`config.mk`:
```
export PLATFORM = sky130hd
export DESIGN_NAME = rx_dtr_fifo
export DESIGN_NICKNAME = d
export VERILOG_FILES = /design/src/rtl/rxf_pkg.sv /design/src/rtl/rxf_store.sv /design/src/rtl/rxf_dtr_ctl.sv /design/src/rtl/rxf_cfg_check.sv /design/src/rtl/rx_dtr_fifo.sv
export SDC_FILE = /design/constraint.sdc
export NUM_CORES = 1
export LEC_CHECK = 0
export ABC_AREA = 0
export BUFFER_PORTS_ARGS = -buffer_cell sky130_fd_sc_hd__buf_2
export CAP_MARGIN = 20
export CORE_AREA = 4 4 102 104
export DETAILED_ROUTE_END_ITERATION = 12
export DIE_AREA = 0 0 106 108
export GPL_TIMING_DRIVEN = 0
export MAX_ROUTING_LAYER = met4
export PLACE_DENSITY_LB_ADDON = 0.2
export SLEW_MARGIN = 10
export SYNTH_ARGS = -nofsm -noshare
export SYNTH_HDL_FRONTEND = slang
export SYNTH_SLANG_ARGS = --single-unit
```
`constraint.sdc`:
```
create_clock -name clk -period 4.73 [get_ports clk]
set_clock_uncertainty 0.2 [all_clocks]
set_input_delay 0.7095 -clock clk [delete_from_list [all_inputs] [get_ports clk]]
set_output_delay 0.7095 -clock clk [all_outputs]
set_load 0.02 [all_outputs]
```
`src/rtl/rxf_pkg.sv`:
```
package rxf_pkg;
    typedef enum logic {
        DTR_MANUAL = 1'b0,
        DTR_AUTO   = 1'b1
    } dtr_mode_e;
endpackage

```
`src/rtl/rxf_store.sv`:
```
module rxf_store #(
    parameter int DEPTH  = 12,
    parameter int DATA_W = 8
) (
    input  logic              clk,
    input  logic              rst_n,
    input  logic              push,
    input  logic              pop,
    input  logic [DATA_W-1:0] wr_data,
    output logic [DATA_W-1:0] rd_data
);
    localparam int PTR_W = (DEPTH > 1) ? $clog2(DEPTH) : 1;
    localparam logic [PTR_W-1:0] LAST = PTR_W'(DEPTH - 1);

    typedef struct packed {
        logic [PTR_W-1:0] wp;
        logic [PTR_W-1:0] rp;
    } ptr_t;

    ptr_t ptr_d, ptr_q;
    logic [DATA_W-1:0] mem_d [DEPTH];
    logic [DATA_W-1:0] mem_q [DEPTH];

    always_comb begin
        ptr_d = ptr_q;
        mem_d = mem_q;
        if (push) begin
            mem_d[ptr_q.wp] = wr_data;
            ptr_d.wp = (ptr_q.wp == LAST) ? '0 : ptr_q.wp + 1'b1;
        end
        if (pop) begin
            ptr_d.rp = (ptr_q.rp == LAST) ? '0 : ptr_q.rp + 1'b1;
        end
    end

    always_ff @(posedge clk or negedge rst_n) begin
        if (!rst_n) begin
            ptr_q <= '0;
            for (int i = 0; i < DEPTH; i++) mem_q[i] <= '0;
        end else begin
            ptr_q <= ptr_d;
            for (int i = 0; i < DEPTH; i++) mem_q[i] <= mem_d[i];
        end
    end

    assign rd_data = mem_q[ptr_q.rp];
endmodule

```
`src/rtl/rxf_dtr_ctl.sv`:
```
module rxf_dtr_ctl #(
    parameter int LVL_W = 4
) (
    input  logic             clk,
    input  logic             rst_n,
    input  logic             rx_enable,
    input  logic [LVL_W-1:0] dtr_thresh,
    input  logic             man_dtr,
    input  logic [LVL_W-1:0] level_next,
    output logic             dtr_n
);
    import rxf_pkg::*;

    typedef struct packed {
        logic dtr_n;
    } dtr_st_t;

    dtr_mode_e mode;
    dtr_st_t   st_d, st_q;

    assign mode = (rx_enable && dtr_thresh != '0) ? DTR_AUTO : DTR_MANUAL;

    always_comb begin
        st_d = st_q;
        unique case (mode)
            DTR_AUTO:   st_d.dtr_n = (level_next >= dtr_thresh);
            DTR_MANUAL: st_d.dtr_n = ~man_dtr;
            default:    st_d.dtr_n = 1'b1;
        endcase
    end

    always_ff @(posedge clk or negedge rst_n) begin
        if (!rst_n) st_q <= '{dtr_n: 1'b1};
        else        st_q <= st_d;
    end

    assign dtr_n = st_q.dtr_n;
endmodule

```
`src/rtl/rxf_cfg_check.sv`:
```
module rxf_cfg_check #(
    parameter int DEPTH = 12,
    parameter int LVL_W = 4
) (
    input  logic [LVL_W-1:0] level,
    input  logic [LVL_W-1:0] dtr_thresh,
    input  logic [LVL_W-1:0] srq_thresh,
    output logic             srq,
    output logic             cfg_err
);
    localparam logic [LVL_W-1:0] MAX_THR = LVL_W'(DEPTH);

    logic order_bad;
    logic range_bad;

    always_comb begin
        srq       = (srq_thresh != '0) && (level >= srq_thresh);
        order_bad = (dtr_thresh != '0) && (dtr_thresh < srq_thresh);
        range_bad = (dtr_thresh > MAX_THR) || (srq_thresh > MAX_THR);
        cfg_err   = order_bad || range_bad;
    end
endmodule

```
`src/rtl/rx_dtr_fifo.sv`:
```
module rx_dtr_fifo #(
    parameter int DEPTH  = 12,
    parameter int DATA_W = 8,
    parameter int LVL_W  = $clog2(DEPTH + 1)
) (
    input  logic              clk,
    input  logic              rst_n,
    input  logic              wr_en,
    input  logic [DATA_W-1:0] wr_data,
    input  logic              rd_en,
    output logic [DATA_W-1:0] rd_data,
    input  logic              rx_enable,
    input  logic [LVL_W-1:0]  dtr_thresh,
    input  logic [LVL_W-1:0]  srq_thresh,
    input  logic              man_dtr,
    input  logic              ovr_clr,
    output logic [LVL_W-1:0]  level,
    output logic              empty,
    output logic              full,
    output logic              dtr_n,
    output logic              srq,
    output logic              cfg_err,
    output logic              overrun
);
    localparam logic [LVL_W-1:0] FULL_LVL = LVL_W'(DEPTH);

    typedef struct packed {
        logic [LVL_W-1:0] level;
        logic             overrun;
    } core_t;

    core_t core_d, core_q;
    logic  push, pop;

    always_comb begin
        push   = wr_en && (core_q.level != FULL_LVL);
        pop    = rd_en && (core_q.level != '0);
        core_d = core_q;
        case ({push, pop})
            2'b10:   core_d.level = core_q.level + 1'b1;
            2'b01:   core_d.level = core_q.level - 1'b1;
            default: core_d.level = core_q.level;
        endcase
        if (ovr_clr) core_d.overrun = 1'b0;
        if (wr_en && !push) core_d.overrun = 1'b1;
    end

    always_ff @(posedge clk or negedge rst_n) begin
        if (!rst_n) core_q <= '0;
        else        core_q <= core_d;
    end

    assign level   = core_q.level;
    assign overrun = core_q.overrun;
    assign empty   = (core_q.level == '0);
    assign full    = (core_q.level == FULL_LVL);

    rxf_store #(.DEPTH(DEPTH), .DATA_W(DATA_W)) i_store (
        .clk(clk), .rst_n(rst_n), .push(push), .pop(pop),
        .wr_data(wr_data), .rd_data(rd_data)
    );

    rxf_dtr_ctl #(.LVL_W(LVL_W)) i_dtr (
        .clk(clk), .rst_n(rst_n), .rx_enable(rx_enable),
        .dtr_thresh(dtr_thresh), .man_dtr(man_dtr),
        .level_next(core_d.level), .dtr_n(dtr_n)
    );

    rxf_cfg_check #(.DEPTH(DEPTH), .LVL_W(LVL_W)) i_cfg (
        .level(core_q.level), .dtr_thresh(dtr_thresh), .srq_thresh(srq_thresh),
        .srq(srq), .cfg_err(cfg_err)
    );
endmodule

```
==> impl_metrics.yaml, run 1 <==
timing:
  slew-limit-headroom: 0.429
  worst_pin_slew_ns: 0.846
  final-hold-violation-count: 0
  worst_hold_slack_ns: 0.268
  fin_tns_setup_ns: 0
  period_needed_ns: 4.05
  maxSlewViolCount: 0
  rsz0062_at_grt: "no"
  period_share: 0.856
  setup_viol: 0
  max_freq_mhz: 247
clocking:
  tritoncts: "built"
  post_cts_resized: 0
  cts_made_buffers: 9
  insertion_delay_ns: 0.38
  cts_buffer_depth: 2
  cts_root_buf: "clkbuf_8"
  clock-sinks: 110
  htreeDepth: 3
  clk_pin_slew_ns: 0.11
finish:
  antenna_cells: 0
  multi_input_area_um2: 2640
  layout-drive-gt1-share: 0.427
  fin_cells: 604
  regArea_um2: 2750
  area_growth_pct: 11.4
  nFillCells: 744
  fin_nets: 509
setup_path:
  crit_family: "compound AO/OA/AOI/OAI gates"
  cp.required_ns: 4.84
  crit_buf_inv: 1
  cp_slowest_stage_delay_ns: 0.84
  crit_path_frequent_cell: "ha_1"
  cp-end-kind: "flop"
  critPathSlowestCell: "o41ai_1"
  ff2ff_setup_slack_ns: 0.68
  arrival_ns: 4.16
  crit_fanout: 8
  crit_path_start_kind: "flop"
  critical_path_class: "reg -> reg"
  path_cells: "o41ai_1 > inv_1 > ha_1 > ha_1 > a21o_1 > a2111oi_0 > a31oi_1 > a221o_1 > ha_1 > o211ai_1 > a22oi_1"
synth:
  ys_seq_area_frac: 0.494
  synth-async-reset-ratio: 1.00
  synth_top_cells_by_count: "109 x dfrtp_1, 105 x mux2_2, 26 x nand2_1"
  synth_flop_cell: "dfrtp_1"
  ys_top_cells_by_area: "dfrtp_1 49%, mux2_2 21%, mux4_2 6.5%, ha_1 4.3%, nand2_1 1.8%"
  synth.distinct_cells: 44
  yosysWarningCount: 0
  avgSynthCellArea_um2: 13.5
  yosysTopAreaCellShare: 0.490
  syn-num-nets: 456
  synth_seq_cells: 110
  synth_edf_count: 0
  synthCells: 413
  synth.cell_area_um2: 5570
  synth_most_common_cell: "dfrtp_1"
  synth_area_leader_cell: "dfrtp_1"
placement:
  gp_congestion: 0.762
  hpwl_um: 8170
  dp_cells: 587
  port_buffers: 40
run_status:
  outcome: "complete, no violations"
die:
  core_um2: 9550
  die_area_um2: 11400
  dieWidth_um: 106
  start_util: 0.583
  ios: 41
  die_h_um: 108
  row_count: 36
pwr:
  max-vdd-ir-drop_mv: 0.357
  p_per_area_nw_per_um2: 684
  p_leak_nw: 2.81
  power.total_w: 0.00424
drt:
  vias_per_cell: 5.81
  drt_iter0_markers: 193
  dr.pass1.iters: 4
  wl_per_cell_um: 18.7
  wirelength_um: 11300
  vias: 3511
  ant_nets: 0
  drc: 0
global_routing:
  overflow: 0
  grt_pass1_wl_um: 19100
  grtUsageTotal: 0.221
  grt_max_degree: 86
  antenna_found_initial: 0
  grt_pass1_vias: 3656
run:
  drv_cap: 0
worst_hold_path:
  hold_path.class: "in -> reg"
timing repair:
item | CTS | global route
buffers inserted | 0 | 0
hold endpoints to repair | 24 | 0
hold buffers | 1 | 0
area by class of cell:
type / instances / area share
multi-input cells: 262 / 0.425
clock buffers: 9 / 0.0200
well taps: 133 / 0.0268
clock inverters: 7 / 0.0161
flip-flops and latches: 110 / 0.444
inverters: 15 / 0.00907
repair buffers: 42 / 0.0393
plain buffers: 26 / 0.0200
kinds of logic (layout without fill, tap and decap cells):
family	Yosys count	in the layout	share of synthesized area
muxes	130	130	0.293
DFF	110	110	0.494
and+or+nand+nor	61	61	0.0683
AOI/OAI and AO/OA	49	49	0.0622
buffers and inverters	41	99	0.0323
adders and majority gates	20	20	0.0463
xor gates and xnor gates	2	2	0.00315
final timing paths:
kind                                        start                 to  depth (start not counted)
min in group asynchronous                   rst_n           level[3]                          2
max in group asynchronous                   rst_n  i_store.mem_q[84]                          3
worst min register to register  i_store.mem_q[38]  i_store.mem_q[38]                          1
worst max register to register           level[0]        i_dtr.dtr_n                         11
worst min-delay path                      man_dtr        i_dtr.dtr_n                          2
worst max-delay path                     level[0]        i_dtr.dtr_n                         11
sequential cells by signal, indices dropped and copies added, names as in the netlist:
name / count
overrun: 1
level: 4
i_store.ptr_q: 8
i_dtr.dtr_n: 1
i_store.mem_q: 96
power breakdown:
part / internal (W) / total (W) / switching (W)
combinational: 0.000991 / 0.00196 / 0.000970
sequential: 0.00140 / 0.00167 / 0.000269
clock: 0.000262 / 0.000611 / 0.000349
layout by cell type, fill, tap and decap left out, drive strengths merged, types with 2 or more instances in the layout:
master and instances:
a211oi 2, a21o 4, a21oi 3, a22o 2, a31oi 9, buf 50, clkbuf 26, clkinv 3
dfrtp 109, ha 19, inv 18, mux2 106, mux2i 8, mux4 16, nand2 26, nand2b 4
nand3 12, nor2 6, nor2b 4, nor3 2, nor4 4, o211ai 3, o21ai 10, o221ai 8
metal layers:
layer | part of all wire | global-route usage
met5 | 0 | -
met4 | 0.011 | 0.0537
met3 | 0.032 | 0.0466
met2 | 0.49 | 0.352
met1 | 0.46 | 0.297
stage by stage:
stage / setup WS (ns) / util / area (µm²)
3_5_place_dp: 0.664 / 0.625 / 5970
6_report: 0.679 / 0.650 / 6200
3_3_place_gp: 0.706 / 0.622 / 5940
5_1_grt: 0.321 / 0.650 / 6200
4_1_cts: 0.640 / 0.650 / 6200
2_1_floorplan: 1.06 / - / 5570
No activity file was read; power rests on OpenSTA's default activity.
==> inputs of run 2 (changes only) <==
--- a/config.mk
+++ b/config.mk
@@ -13,7 +13,7 @@
 export DIE_AREA = 0 0 106 108
 export GPL_TIMING_DRIVEN = 0
 export MAX_ROUTING_LAYER = met4
-export PLACE_DENSITY_LB_ADDON = 0.2
+export PLACE_DENSITY = 0.87
 export SLEW_MARGIN = 10
 export SYNTH_ARGS = -nofsm -noshare
 export SYNTH_HDL_FRONTEND = slang
==> constraint.sdc (replaced) <==
create_clock -name clk -period 4.55 [get_ports clk]
set_clock_uncertainty 0.2 [all_clocks]
set_input_delay 0.6825 -clock clk [delete_from_list [all_inputs] [get_ports clk]]
set_output_delay 0.6825 -clock clk [all_outputs]
set_load 0.02 [all_outputs]
==> impl_metrics.yaml, run 2 (synthesis results as in run 1) <==
run_status:
  outcome: "complete, no violations"
setup_path:
  arrival_ns: 4.28
  cp.required_ns: 4.64
  crit_path_start_kind: "flop"
  critPathSlowestCell: "o41ai_1"
  r2r_start: "level[0]"
  crit_fanout: 8
  ff2ff_setup_slack_ns: 0.36
  path_cells: "o41ai_1 > inv_1 > ha_1 > ha_1 > a21o_1 > a2111oi_0 > a31oi_1 > a221o_1 > ha_1 > o211ai_1 > a22oi_1"
  crit_buf_inv: 1
  cp-end-kind: "flop"
  cp_slowest_stage_delay_ns: 0.88
  crit_family: "compound AO/OA/AOI/OAI gates"
  reg2reg_depth: 11
  critical_path_class: "reg -> reg"
  rr_endpoint: "i_dtr.dtr_n"
  crit_path_frequent_cell: "ha_1"
finish:
  largest_reg_flops: 96
  largest-register: "i_store.mem_q"
  fin_cells: 604
  fin_nets: 509
  final_common_cell: "dfrtp_1"
  mostFrequentLayoutCells: "109 x dfrtp_1, 105 x mux2_2, 42 x buf_2, 26 x nand2_1, 19 x ha_1"
  area_growth_pct: 10.8
  layout-drive-gt1-share: 0.427
  antenna_cells: 0
clocking:
  clock-sinks: 110
  tritoncts: "built"
  cts_made_buffers: 9
  cts_buffer_depth: 2
  clk_pin_slew_ns: 0.11
  htreeDepth: 3
  insertion_delay_ns: 0.36
  cts_root_buf: "clkbuf_8"
drt:
  wl_per_cell_um: 18.6
  drt_iter0_markers: 254
  wirelength_um: 11200
  ant_nets: 0
  vias_per_cell: 5.76
  dr.pass1.iters: 4
  drc: 0
  vias: 3481
pwr:
  p_seq_frac: 0.401
  pwr-share-comb: 0.470
  max-vdd-ir-drop_mv: 0.248
  p_leak_nw: 2.79
  internal_power_w: 0.00271
  switchingPower_w: 0.00164
  clkPwrFrac: 0.128
  p_sw_frac: 0.377
  p_per_area_nw_per_um2: 705
worst_hold_path:
  min_to: "i_dtr.dtr_n"
  hold_path.class: "in -> reg"
  hold_depth: 2
  min_from: "man_dtr"
global_routing:
  grtUsageTotal: 0.218
  grt_max_degree: 92
  grt_pass1_vias: 3747
  grt_pass1_wl_um: 18900
  antenna_found_initial: 0
  overflow: 0
timing:
  rsz0062_at_grt: "no"
  maxSlewViolCount: 0
  setup_viol: 0
  final-hold-violation-count: 0
  period_share: 0.921
  fin_tns_setup_ns: 0
  setup_ws_ns: 0.361
  max_freq_mhz: 239
  slew-limit-headroom: 0.387
  worst_pin_slew_ns: 0.908
  period_needed_ns: 4.19
placement:
  dp_cells: 587
  port_buffers: 40
  post-place-ws_ns: 0.387
  hpwl_um: 7960
  gp_congestion: 0.858
die:
  die_area_um2: 11400
  core_um2: 9550
  start_util: 0.583
  ios: 41
  row_count: 36
  die_h_um: 108
  dieWidth_um: 106
run:
  drv_cap: 0
-- run 2: metrics by stage --
step	power (W)	cell area [µm²]	hold slack (ns)	utilization
floorplan	0.00324	5570	0.187	-
global placement	0.00367	5940	0.277	0.622
detailed placement	0.00380	5970	0.289	0.625
CTS	0.00437	6170	0.260	0.646
global route	0.00465	6170	0.268	0.646
finish	0.00435	6170	0.272	0.646
-- run 2: how the worst max path moves through the flow --
stage / from / end / slack [ns] / cells past startpoint
after floorplan: level[0] / i_dtr.dtr_n / 0.88 / 11
after global placement: level[0] / i_dtr.dtr_n / 0.45 / 11
after detailed placement: level[0] / i_dtr.dtr_n / 0.39 / 11
after CTS: level[0] / i_dtr.dtr_n / 0.34 / 11
after global routing: level[0] / i_dtr.dtr_n / 0.07 / 11
final: level[0] / i_dtr.dtr_n / 0.36 / 11
-- run 2: final cells by class --
cell class	count	area, µm²
multi-input cells	262	2640
fillers	705	3380
well taps	133	166
clock inverters	6	51.3
plain buffers	26	124
inverters	15	56.3
flip-flops and latches	110	2750
repair buffers	42	244
clock buffers	10	138
-- run 2: repair_timing --
| action | CTS | global route |
|---|---|---|
| hold endpoints to repair | 19 | 0 |
| resized for setup | 0 | 0 |
| setup buffers | 0 | 0 |
| hold buffers | 1 | 0 |
| endpoints found under the setup margin | 0 | 0 |
-- run 2: routing by layer --
| metal | wire length, µm | GRT usage | up-vias |
|---|---|---|---|
| met5 | 0 | - | - |
| met4 | 191 | 0.0703 | 0 |
| met3 | 402 | 0.0316 | 16 |
| met2 | 5650 | 0.364 | 78 |
| met1 | 4970 | 0.278 | 1762 |
| li1 | - | - | 1625 |
-- run 2: power by group through the flow --
stage          Clock [W]  Combinational [W]  Sequential (W)
2_1_floorplan          0            0.00155         0.00169
3_3_place_gp           0            0.00197         0.00170
3_5_place_dp           0            0.00205         0.00175
4_1_cts         0.000568            0.00206         0.00174
5_1_grt         0.000611            0.00224         0.00180
6_report        0.000559            0.00205         0.00175
